**src/rtl/pix_packer_pkg.sv**
```systemverilog
package pix_packer_pkg;
  localparam int CH_W   = 8;
  localparam int LANES  = 4;
  localparam int WORD_W = LANES * CH_W;
  localparam int CNT_W  = $clog2(LANES + 1);
  localparam int FMT_W  = 4;

  typedef enum logic [1:0] {
    CLS_4444 = 2'b00,
    CLS_565  = 2'b01,
    CLS_888  = 2'b10,
    CLS_8888 = 2'b11
  } fmt_cls_e;

  typedef struct packed {
    logic [FMT_W-1:0] code;
    logic [CH_W-1:0]  a;
    logic [CH_W-1:0]  r;
    logic [CH_W-1:0]  g;
    logic [CH_W-1:0]  b;
    logic [LANES-1:0] lane_en;
  } px_t;

  typedef struct packed {
    logic [WORD_W-1:0] data;
    logic [CNT_W-1:0]  nbytes;
    logic [LANES-1:0]  strb;
  } word_t;

  // 565 needs code[1]=1, 888 needs code[1]=0
  function automatic logic fmt_ok(input logic [FMT_W-1:0] code);
    unique case (fmt_cls_e'(code[3:2]))
      CLS_565: fmt_ok = code[1];
      CLS_888: fmt_ok = ~code[1];
      default: fmt_ok = 1'b1;
    endcase
  endfunction
endpackage

```
**src/rtl/pp_alpha.sv**
```systemverilog
module pp_alpha
  import pix_packer_pkg::*;
(
  input  logic [CH_W-1:0] a_i,
  input  logic            en_i,
  input  logic            inv_i,
  output logic [CH_W-1:0] a_o
);
  always_comb begin
    if (en_i) a_o = inv_i ? ~a_i : a_i;
    else      a_o = inv_i ? '1 : '0;
  end
endmodule

```
**src/rtl/pp_stage.sv**
```systemverilog
module pp_stage #(
  parameter int W = 8
) (
  input  logic         clk_i,
  input  logic         rst_ni,
  input  logic         vld_i,
  output logic         rdy_o,
  input  logic [W-1:0] dat_i,
  output logic         vld_o,
  input  logic         rdy_i,
  output logic [W-1:0] dat_o
);
  logic         vld_q;
  logic [W-1:0] dat_q;

  assign rdy_o = ~vld_q | rdy_i;
  assign vld_o = vld_q;
  assign dat_o = dat_q;

  always_ff @(posedge clk_i or negedge rst_ni) begin
    if (!rst_ni) vld_q <= 1'b0;
    else if (rdy_o) vld_q <= vld_i;
  end

  always_ff @(posedge clk_i) begin
    if (rdy_o && vld_i) dat_q <= dat_i;
  end
endmodule

```
**src/rtl/pp_pack.sv**
```systemverilog
module pp_pack
  import pix_packer_pkg::*;
(
  input  px_t   px_i,
  output word_t word_o
);
  fmt_cls_e        cls;
  logic [CH_W-1:0] hi_rb, lo_rb;
  logic [CH_W-1:0] c3, c2, c1, c0;
  logic [LANES-1:0] used;

  assign cls   = fmt_cls_e'(px_i.code[3:2]);
  assign hi_rb = px_i.code[0] ? px_i.r : px_i.b;
  assign lo_rb = px_i.code[0] ? px_i.b : px_i.r;

  // code[1]: alpha in the lowest field instead of the highest
  always_comb begin
    if (px_i.code[1]) begin
      c3 = hi_rb;  c2 = px_i.g; c1 = lo_rb;  c0 = px_i.a;
    end else begin
      c3 = px_i.a; c2 = hi_rb;  c1 = px_i.g; c0 = lo_rb;
    end
  end

  always_comb begin
    word_o.data = '0;
    unique case (cls)
      CLS_4444: begin
        word_o.data[15:0] = {c3[CH_W-1 -: 4], c2[CH_W-1 -: 4],
                             c1[CH_W-1 -: 4], c0[CH_W-1 -: 4]};
        word_o.nbytes = CNT_W'(2);
        used = 4'b0011;
      end
      CLS_565: begin
        word_o.data[15:0] = {hi_rb[CH_W-1 -: 5], px_i.g[CH_W-1 -: 6],
                             lo_rb[CH_W-1 -: 5]};
        word_o.nbytes = CNT_W'(2);
        used = 4'b0011;
      end
      CLS_888: begin
        word_o.data[3*CH_W-1:0] = {hi_rb, px_i.g, lo_rb};
        word_o.nbytes = CNT_W'(3);
        used = 4'b0111;
      end
      default: begin
        word_o.data = {c3, c2, c1, c0};
        word_o.nbytes = CNT_W'(4);
        used = 4'b1111;
      end
    endcase
    word_o.strb = used & px_i.lane_en;
  end
endmodule

```
**src/rtl/pix_packer.sv**
```systemverilog
module pix_packer
  import pix_packer_pkg::*;
(
  input  logic              clk_i,
  input  logic              rst_ni,
  input  logic              pix_valid_i,
  output logic              pix_ready_o,
  input  logic [WORD_W-1:0] pix_argb_i,
  input  logic [FMT_W-1:0]  fmt_i,
  input  logic              alpha_en_i,
  input  logic              alpha_inv_i,
  input  logic [LANES-1:0]  lane_en_i,
  output logic              word_valid_o,
  input  logic              word_ready_i,
  output logic [WORD_W-1:0] word_data_o,
  output logic [CNT_W-1:0]  word_bytes_o,
  output logic [LANES-1:0]  word_strb_o,
  output logic              fmt_err_o
);
  localparam int PX_W = $bits(px_t);
  localparam int WD_W = $bits(word_t);

  logic            code_ok;
  logic [CH_W-1:0] a_mod;
  px_t             px_in, px_s1;
  word_t           wd_s1, wd_s2;
  logic            vld_s1, rdy_s1;
  logic            err_q;

  assign code_ok = fmt_ok(fmt_i);

  pp_alpha u_alpha (
    .a_i   (pix_argb_i[4*CH_W-1 -: CH_W]),
    .en_i  (alpha_en_i),
    .inv_i (alpha_inv_i),
    .a_o   (a_mod)
  );

  always_comb begin
    px_in.code    = fmt_i;
    px_in.a       = a_mod;
    px_in.r       = pix_argb_i[3*CH_W-1 -: CH_W];
    px_in.g       = pix_argb_i[2*CH_W-1 -: CH_W];
    px_in.b       = pix_argb_i[CH_W-1:0];
    px_in.lane_en = lane_en_i;
  end

  // undefined codes are consumed here and never enter the pipe
  pp_stage #(.W(PX_W)) u_s1 (
    .clk_i (clk_i),
    .rst_ni(rst_ni),
    .vld_i (pix_valid_i & code_ok),
    .rdy_o (pix_ready_o),
    .dat_i (px_in),
    .vld_o (vld_s1),
    .rdy_i (rdy_s1),
    .dat_o (px_s1)
  );

  pp_pack u_pack (
    .px_i  (px_s1),
    .word_o(wd_s1)
  );

  pp_stage #(.W(WD_W)) u_s2 (
    .clk_i (clk_i),
    .rst_ni(rst_ni),
    .vld_i (vld_s1),
    .rdy_o (rdy_s1),
    .dat_i (wd_s1),
    .vld_o (word_valid_o),
    .rdy_i (word_ready_i),
    .dat_o (wd_s2)
  );

  assign word_data_o  = wd_s2.data;
  assign word_bytes_o = wd_s2.nbytes;
  assign word_strb_o  = wd_s2.strb;

  always_ff @(posedge clk_i or negedge rst_ni) begin
    if (!rst_ni) err_q <= 1'b0;
    else if (pix_valid_i && pix_ready_o && !code_ok) err_q <= 1'b1;
  end
  assign fmt_err_o = err_q;
endmodule

```
**config.mk**
```make
export PLATFORM = sky130hd
export DESIGN_NAME = pix_packer
export DESIGN_NICKNAME = d
export VERILOG_FILES = /design/src/rtl/pix_packer_pkg.sv /design/src/rtl/pp_alpha.sv /design/src/rtl/pp_stage.sv /design/src/rtl/pp_pack.sv /design/src/rtl/pix_packer.sv
export SDC_FILE = /design/constraint.sdc
export NUM_CORES = 1
export LEC_CHECK = 0
export ABC_CLOCK_PERIOD_IN_PS = 2500
export BUFFER_PORTS_ARGS = -buffer_cell sky130_fd_sc_hd__buf_4
export CAP_MARGIN = 0
export CORE_AREA = 2 2 93 95
export DETAILED_ROUTE_END_ITERATION = 6
export DIE_AREA = 0 0 95 97
export PLACE_DENSITY = 0.74
export RECOVER_POWER = 50
export SLEW_MARGIN = 20
export SYNTH_ARGS = -nofsm -noshare
export SYNTH_HDL_FRONTEND = slang
export SYNTH_SLANG_ARGS = --single-unit
```
**constraint.sdc**
```tcl
create_clock -name clk_i -period 2.5 [get_ports clk_i]
set_input_delay 0.125 -clock clk_i [delete_from_list [all_inputs] [get_ports clk_i]]
set_output_delay 0.125 -clock clk_i [all_outputs]
set_load 0.005 [all_outputs]
```
# After elaboration in Yosys (flattened, before gate mapping)
# Index checks and enable logic that the tools add are counted.
# op_classes
mux,13
bitwise_logic,8
n_eq_ne,4
n_reduce_logical,8
# ops
op,n
$mux 8,9
$pmux 19 s3,1
$pmux 8 s2,1
$not 8->8,1
$pmux 4 s2,1
$and 4x4->4,1
$eq 2x1->1 const B,2
$eq 2x2->1 const B,2
$logic_and 1x1->1,4
$not 1->1,3
$reduce_or 3->1,1
$logic_not 2->1,1
$or 1x1->1,2
$pmux 1 s2,1
$reduce_or 2->1,1
$and 1x1->1,1
$logic_not 1->1,1
# word_totals
wordCells,39
register_bits,82
output_inout_bits,42
input_bits,46

# Logic depth before layout (Yosys ltp)
# Gate-level depths: netlist (run 1).
# depth
depth_word,5
ltp_mapped,5
mapped_depth_nobuf,5

# Cells and area by module
# A second synthesis (run 1) with hierarchy kept.
# unflattened
hier_cells,297
hier_area_um2,3911.3
# modules_own_cells
mod,area_per_inst_um2,seq_area_each_um2,n_inst,cells_each
pp_stage at u_s1,1255.0,1226.2,1,44
pp_stage at u_s2,1224.9,1196.1,1,43
pp_pack,1213.7,0.0,1,183
pp_alpha,128.9,0.0,1,18
pix_packer,88.8,25.0,1,9

# Worst setup path after synthesis (run 1)
# No wires, ideal clock.
# synth_timing
path_kind,reg2reg
startpoint,"register u_s2.vld_q, in the netlist u_s2.vld_o"
endpoint,"register u_s1.dat_q[0], in the netlist u_s1.dat_o[0], enable pin"
period_less_slack_ns,2.736
path_stages_with_launch,4
arrival_time_ns,2.299
path_buffers,0
setup_time_ns,0.438
required_time_ns,2.062
path_slack_ns,-0.236
path_cell_list,dfrtp_1 > nand3b_1 > nand2_1 > nor2_1
# synth_via
elab_chain_cells,4
# synth_rtl
item,line_no,text
"start, declared",pp_stage.sv:13,logic vld_q;
"start signal, assigned",pp_stage.sv:22,else if (rdy_o) vld_q <= vld_i;
$not 1->1,pp_stage.sv:16,assign rdy_o = ~vld_q | rdy_i;
$or 1x1->1 (2 in a row),pp_stage.sv:16,
net pix_ready_o,pix_packer.sv:7,"output logic pix_ready_o,"
$logic_and 1x1->1,pp_stage.sv:26,if (rdy_o && vld_i) dat_q <= dat_i;
"end signal, assigned",pp_stage.sv:26,
"end, declared",pp_stage.sv:14,logic [W-1:0] dat_q;
# The timed path passes the listed nets, and every way through them passes these cells.
# A chain may end at the register's enable or synchronous reset.

==> results.sh, run 1 <==
export IMPL_postLayoutCoreUtil_pct=62.0
export IMPL_synth_cell_types=41
export IMPL_synth_edff_count=79
export IMPL_synthesis_area_mm2=0.00381
export IMPL_pwr_density_cell_mw_per_mm2=636
export IMPL_ant_nets=0
export IMPL_routed_wl_mm=8.08
export IMPL_start_util_pct=46.9
export IMPL_core_mm2=0.00813
export IMPL_fin_crit_ns=2.06
export IMPL_syn2layout_area_growth_pct=32.4
export IMPL_fp_dieW_um=95
export IMPL_synthTopCellsByArea="edfxtp_1 (62%), mux2i_1 (4.2%), mux2_2 (4.1%), nor2_1 (2.6%), o211ai_1 (2.6%)"
export IMPL_grt_pass1_vias=2501
export IMPL_grt_setup_unrepaired="no"
export IMPL_place_inst=466
export IMPL_power_leakage_uw=0.00193
export IMPL_track_usage_pct=18.5
export IMPL_drtPass1Iterations=5
export IMPL_status="finished clean"
export IMPL_relSlewSlack_pct=35.0
export IMPL_grt_use_met3_pct=4.13
export IMPL_clock_latency_ns=0.35
export IMPL_yosysSeqAreaShare_pct=64.2
export IMPL_root_buffer="clkbuf_8"
export IMPL_tns_ns=0
export IMPL_ir_worst_vdd_uv=310
export IMPL_layout_drive_gt1_share_pct=28.7
export IMPL_synthDominantCellAreaShare_pct=62.2
export IMPL_period_share_pct=82.6
export IMPL_cts_num_sinks=82
export IMPL_die_h_um=97
export IMPL_vias=2724
export IMPL_overflow=0
export IMPL_cts_resized=0
export IMPL_crit_required_ns=2.60
export IMPL_die_area_mm2=0.00922
export IMPL_grt_use_met1_pct=26.1
export IMPL_synth_seq_cells=82
export IMPL_finalNetCount=454
export IMPL_worstMarginPinSlew_ns=0.974
export IMPL_fmax_mhz=484
export IMPL_setup_violations=0
export IMPL_syn_inst=285
export IMPL_syn_num_nets=333
export IMPL_gr_usage_met2_pct=27.1
export IMPL_fin_ws_ns=0.435
export IMPL_syn_avg_cell_area_um2=13.4
export IMPL_fin_cells=516
export IMPL_critPathKind="register to register"
export IMPL_maxSlewViolCount=0
export IMPL_start_kind="register"
export IMPL_io_buffers=87
export IMPL_max_cap_violations=0
export IMPL_cts_max_level=3
export IMPL_holdCritPathClass="input pin to register"
export IMPL_cts_buffers=9
export IMPL_tritoncts="built"
export IMPL_drt_iter0_markers=239
export IMPL_viasPerCell=5.28
export IMPL_crit_path_end_kind="register"
export IMPL_synthArstFlopShare_pct=3.66
export IMPL_cts_setup_buffers=0
export IMPL_clock_skew_ns=0.00891
export IMPL_hold_viol=0
export IMPL_yosys_warnings=0
export IMPL_yosys_area_top_type="edfxtp_1"
export IMPL_grt_max_degree=41
export IMPL_clk_pin_slew_ns=0.08
export IMPL_worst_ep_arrival_time_ns=2.16
export IMPL_post_route_drc_count=0
export IMPL_gr_max_usage_layer="met2"
export IMPL_hpwl_mm=5.68
export IMPL_antenna_found_initial=0
export IMPL_gp_congestion=0.886
export IMPL_crit_fanout=21
export IMPL_ioPinCount=88
export IMPL_cts_buffer_depth=2
export IMPL_antenna_diode_count=0
export IMPL_synth_ff_type="edfxtp_1"
export IMPL_routedWlPerCell_um=15.7
export IMPL_pre_cts_ws_ns=0.476
export IMPL_row_count=33
export IMPL_grt_pass1_wl_mm=12.9
per-layer routing:
| metal | up-vias | part of all wire (%) |
|---|---|---|
| met5 | - | 0 |
| met4 | 0 | 2.5 |
| met3 | 15 | 7.2 |
| met2 | 121 | 46 |
| met1 | 1255 | 44 |
| li1 | 1333 | - |
per-stage QoR:
step | hold WS, ns | instance area [um^2] | total power, uW
6_report | 0.0338 | 5040 | 3210
5_1_grt | 0.0209 | 5040 | 3350
4_1_cts | 0.0219 | 5060 | 3240
3_5_place_dp | -0.0844 | 4540 | 2280
3_3_place_gp | -0.0864 | 4540 | 2270
2_1_floorplan | -0.171 | 3810 | 2040
cell families after synthesis:
group,count (synthesis),synth area share (%)
AO/OA/AOI/OAI,68,12.8
adder cells (fa/ha/maj),2,0.656
XOR/XNOR,8,1.84
buffers and inverters,25,3.71
flip-flops,82,64.2
multiplexers,30,8.34
AND/OR/NAND/NOR,70,8.47
path summary, 6_finish.rpt:
path,cells past startpoint,endpoint,slack (ns),from
max in group asynchronous,2,u_s2.vld_o,2.26,rst_ni
min in group asynchronous,2,fmt_err_o,0.10,rst_ni
setup / recovery,3,u_s2.dat_o[8],0.44,u_s1.dat_o[37]
setup reg to reg,3,u_s2.dat_o[8],0.44,u_s1.dat_o[37]
hold / removal,2,fmt_err_o,0.03,pix_valid_i
hold reg to reg,0,u_s2.dat_o[0],0.43,u_s1.dat_o[0]
cells in the mapped netlist (2+ instances only):
library cell / instances
nand2b_1: 9
o21ai_0: 3
ha_1: 2
and2_1: 2
nand2_1: 17
a2bb2oi_1: 2
clkinv_1: 2
nor3_1: 4
a21boi_0: 3
o211ai_1: 13
o211a_1: 3
o221ai_1: 4
edfxtp_1: 79
a21oi_1: 14
dfrtp_1: 3
buf_6: 2
buf_2: 9
a22oi_1: 6
xnor2_1: 8
nor2_1: 26
mux2i_1: 16
nand3_1: 4
clkbuf_1: 4
a32oi_1: 2
or3_1: 2
o22ai_1: 3
mux2_2: 14
o2bb2ai_1: 2
inv_1: 5
a211oi_1: 11
registers in the layout, summed over array words and instances, names as in the netlist:
signal	flops
u_s1.dat_o	40
u_s2.vld_o	1
fmt_err_o	1
u_s1.vld_o	1
u_s2.dat_o	39
cell type report:
| class | instances | area [um^2] |
|---|---|---|
| tap | 105 | 131 |
| clock inverter | 6 | 65.1 |
| inverter | 7 | 26.3 |
| timing repair buffer | 128 | 1020 |
| multi-input combinational | 178 | 1230 |
| fill | 641 | 3090 |
| sequential | 82 | 2450 |
| clock buffer | 10 | 128 |
worst max-delay path, stage by stage, from the launching register on:
cell and delay, ns:
edfxtp_1 0.73, and2_0 0.69, o21ai_0 0.23, o2bb2ai_1 0.17
where the power goes:
part / total [uW] / internal (uW) / leakage [uW] / switching (uW)
logic: 528 / 268 / 0.00105 / 260
registers: 1750 / 1670 / 0.000781 / 77.3
clock network: 930 / 463 / 0.0000966 / 467
total: 3210 / 2400 / 0.00193 / 804
what timing repair did:
action	4_1_cts	5_1_grt
endpoints found under the hold margin	35	0
setup endpoints to repair	0	0
hold buffers	33	0
cell usage in the layout (no fill, tap or decap), types with 13 or more instances in the layout:
| cell | n |
|---|---|
| buf_4 | 16 |
| mux2_2 | 14 |
| edfxtp_1 | 79 |
| nand2_1 | 17 |
| mux2i_1 | 16 |
| a21oi_1 | 14 |
| dlygate4sd3_1 | 33 |
| nor2_1 | 25 |
| clkbuf_4 | 67 |
| o211ai_1 | 13 |
(Power assumes the default switching activity.)
==> run 2, diff against run 1 <==
--- a/config.mk
+++ b/config.mk
@@ -5,12 +5,12 @@
 export SDC_FILE = /design/constraint.sdc
 export NUM_CORES = 1
 export LEC_CHECK = 0
-export ABC_CLOCK_PERIOD_IN_PS = 2500
+export ABC_CLOCK_PERIOD_IN_PS = 2100
 export BUFFER_PORTS_ARGS = -buffer_cell sky130_fd_sc_hd__buf_4
 export CAP_MARGIN = 0
-export CORE_AREA = 2 2 93 95
+export CORE_AREA = 2 2 91 93
 export DETAILED_ROUTE_END_ITERATION = 6
-export DIE_AREA = 0 0 95 97
+export DIE_AREA = 0 0 93 95
 export PLACE_DENSITY = 0.74
 export RECOVER_POWER = 50
 export SLEW_MARGIN = 20
==> constraint.sdc (replaced) <==
create_clock -name clk_i -period 2.1 [get_ports clk_i]
set_input_delay 0.105 -clock clk_i [delete_from_list [all_inputs] [get_ports clk_i]]
set_output_delay 0.105 -clock clk_i [all_outputs]
set_load 0.005 [all_outputs]
==> run 2 against run 1 <==
Net effect: maximum frequency grew 10%; utilization increased by 2.1 points; die area fell by 4.1%; sequential power increased by 19%; non-clock buffer count is 4 higher; final area rose by 0.72%; combinational power is 23% higher; wire length grew 6.6%; sequential share of layout area fell by 0.35 points; count of clock-buffer cells in the layout unchanged; clock skew grew 0.0026 ns; critical path type unchanged; largest cell class unchanged.
==> results.sh, run 2 (synthesized netlist as in run 1, its figures left out) <==
export IMPL_gp_congestion=0.927
export IMPL_fmax_mhz=533
export IMPL_fin_crit_ns=1.87
export IMPL_pwr_density_cell_mw_per_mm2=754
export IMPL_relSlewSlack_pct=35.8
export IMPL_cts_max_level=3
export IMPL_crit_required_ns=2.26
export IMPL_finalNetCount=459
export IMPL_ir_worst_vdd_uv=483
export IMPL_core_mm2=0.00793
export IMPL_viasPerCell=5.38
export IMPL_maxSlewViolCount=0
export IMPL_period_share_pct=89.3
export IMPL_fin_ws_ns=0.225
export IMPL_routed_wl_mm=8.61
export IMPL_setup_violations=0
export IMPL_clk_pin_slew_ns=0.08
export IMPL_hold_viol=0
export IMPL_start_kind="register"
export IMPL_worstMarginPinSlew_ns=0.963
export IMPL_cts_num_sinks=82
export IMPL_cts_setup_buffers=0
export IMPL_cts_buffers=9
export IMPL_antenna_diode_count=0
export IMPL_tns_ns=0
export IMPL_tritoncts="built"
export IMPL_largest_register_ffs=40
export IMPL_antenna_found_initial=0
export IMPL_grt_pass1_wl_mm=13.2
export IMPL_power_leakage_uw=0.00194
export IMPL_clock_latency_ns=0.35
export IMPL_layout_common_cells="edfxtp_1 (79), clkbuf_4 (67), dlygate4sd3_1 (34)"
export IMPL_die_area_mm2=0.00884
export IMPL_pre_cts_ws_ns=0.192
export IMPL_crit_path_end_kind="register"
export IMPL_layout_drive_gt1_share_pct=29.6
export IMPL_clock_skew_ns=0.0115
export IMPL_worst_ep_arrival_time_ns=2.04
export IMPL_die_h_um=95
export IMPL_start_util_pct=48.1
export IMPL_max_cap_violations=0
export IMPL_grt_max_degree=41
export IMPL_grt_pass1_vias=2578
export IMPL_ant_nets=0
export IMPL_drtPass1Iterations=5
export IMPL_io_buffers=87
export IMPL_crit_fanout=11
export IMPL_layout_commonest_cell="edfxtp_1"
export IMPL_critPathKind="register to register"
export IMPL_root_buffer="clkbuf_8"
export IMPL_grt_setup_unrepaired="no"
export IMPL_hpwl_mm=5.79
export IMPL_holdCritPathClass="input pin to async pin"
export IMPL_overflow=0
export IMPL_ioPinCount=88
export IMPL_drt_iter0_markers=240
export IMPL_post_route_drc_count=0
export IMPL_routedWlPerCell_um=16.5
export IMPL_fp_dieW_um=93
export IMPL_track_usage_pct=20.1
export IMPL_vias=2805
export IMPL_cts_buffer_depth=2
export IMPL_row_count=33
export IMPL_status="finished clean"
export IMPL_syn2layout_area_growth_pct=33.3
run 2: where the power goes:
group | internal (uW) | switching, uW | leakage [uW] | total (uW)
Sequential | 1990 | 91.6 | 0.000781 | 2080
Combinational | 323 | 325 | 0.00107 | 647
Clock | 551 | 551 | 0.0000925 | 1100
Total | 2870 | 967 | 0.00194 | 3830
run 2: timing repair:
item / CTS / global route
endpoints found under the hold margin: 36 / 0
resized for setup: 0 / 2
endpoints found under the setup margin: 0 / 40
hold buffers: 34 / 0
run 2: final cells by class:
class	count	area (um^2)
clock buffers	10	128
inverters	7	26.3
fillers	636	2850
well taps	105	131
multi-input cells	179	1250
clock inverters	6	67.6
repair buffers	132	1030
flip-flops and latches	82	2450
run 2: layer usage:
metal / wire (um) / track usage [%]
met5: 0 / 0
met4: 248 / 10.0
met3: 604 / 4.31
met2: 4020 / 30.9
met1: 3740 / 27.2
run 2: worst max-delay path, stage by stage (launching register included):
cell,delay (ns)
edfxtp_1,0.57
clkbuf_1,0.43
nand2_1,0.36
a211oi_1,0.32
run 2: path summary, 6_finish.rpt:
path / start / slack, ns / depth (start not counted) / to
setup / recovery: u_s1.dat_o[39] / 0.23 / 3 / u_s2.dat_o[34]
hold / removal: rst_ni / 0.08 / 2 / fmt_err_o
setup reg to reg: u_s1.dat_o[39] / 0.23 / 3 / u_s2.dat_o[34]
hold reg to reg: u_s1.dat_o[1] / 0.43 / 0 / u_s2.dat_o[1]
max in group asynchronous: rst_ni / 1.87 / 2 / u_s1.vld_o
min in group clk_i: word_ready_i / 0.09 / 3 / u_s2.vld_o
run 2: per-stage QoR:
stage	utilization [%]	hold WS (ns)	cells	power, uW	cell area (um^2)
2_1_floorplan	-	-0.191	285	2420	3810
3_3_place_gp	57.7	-0.106	470	2710	4570
3_5_place_dp	57.7	-0.104	470	2720	4570
4_1_cts	64.4	0.0203	520	3870	5110
5_1_grt	64.1	0.0984	521	3980	5080
6_report	64.1	0.0838	521	3830	5080
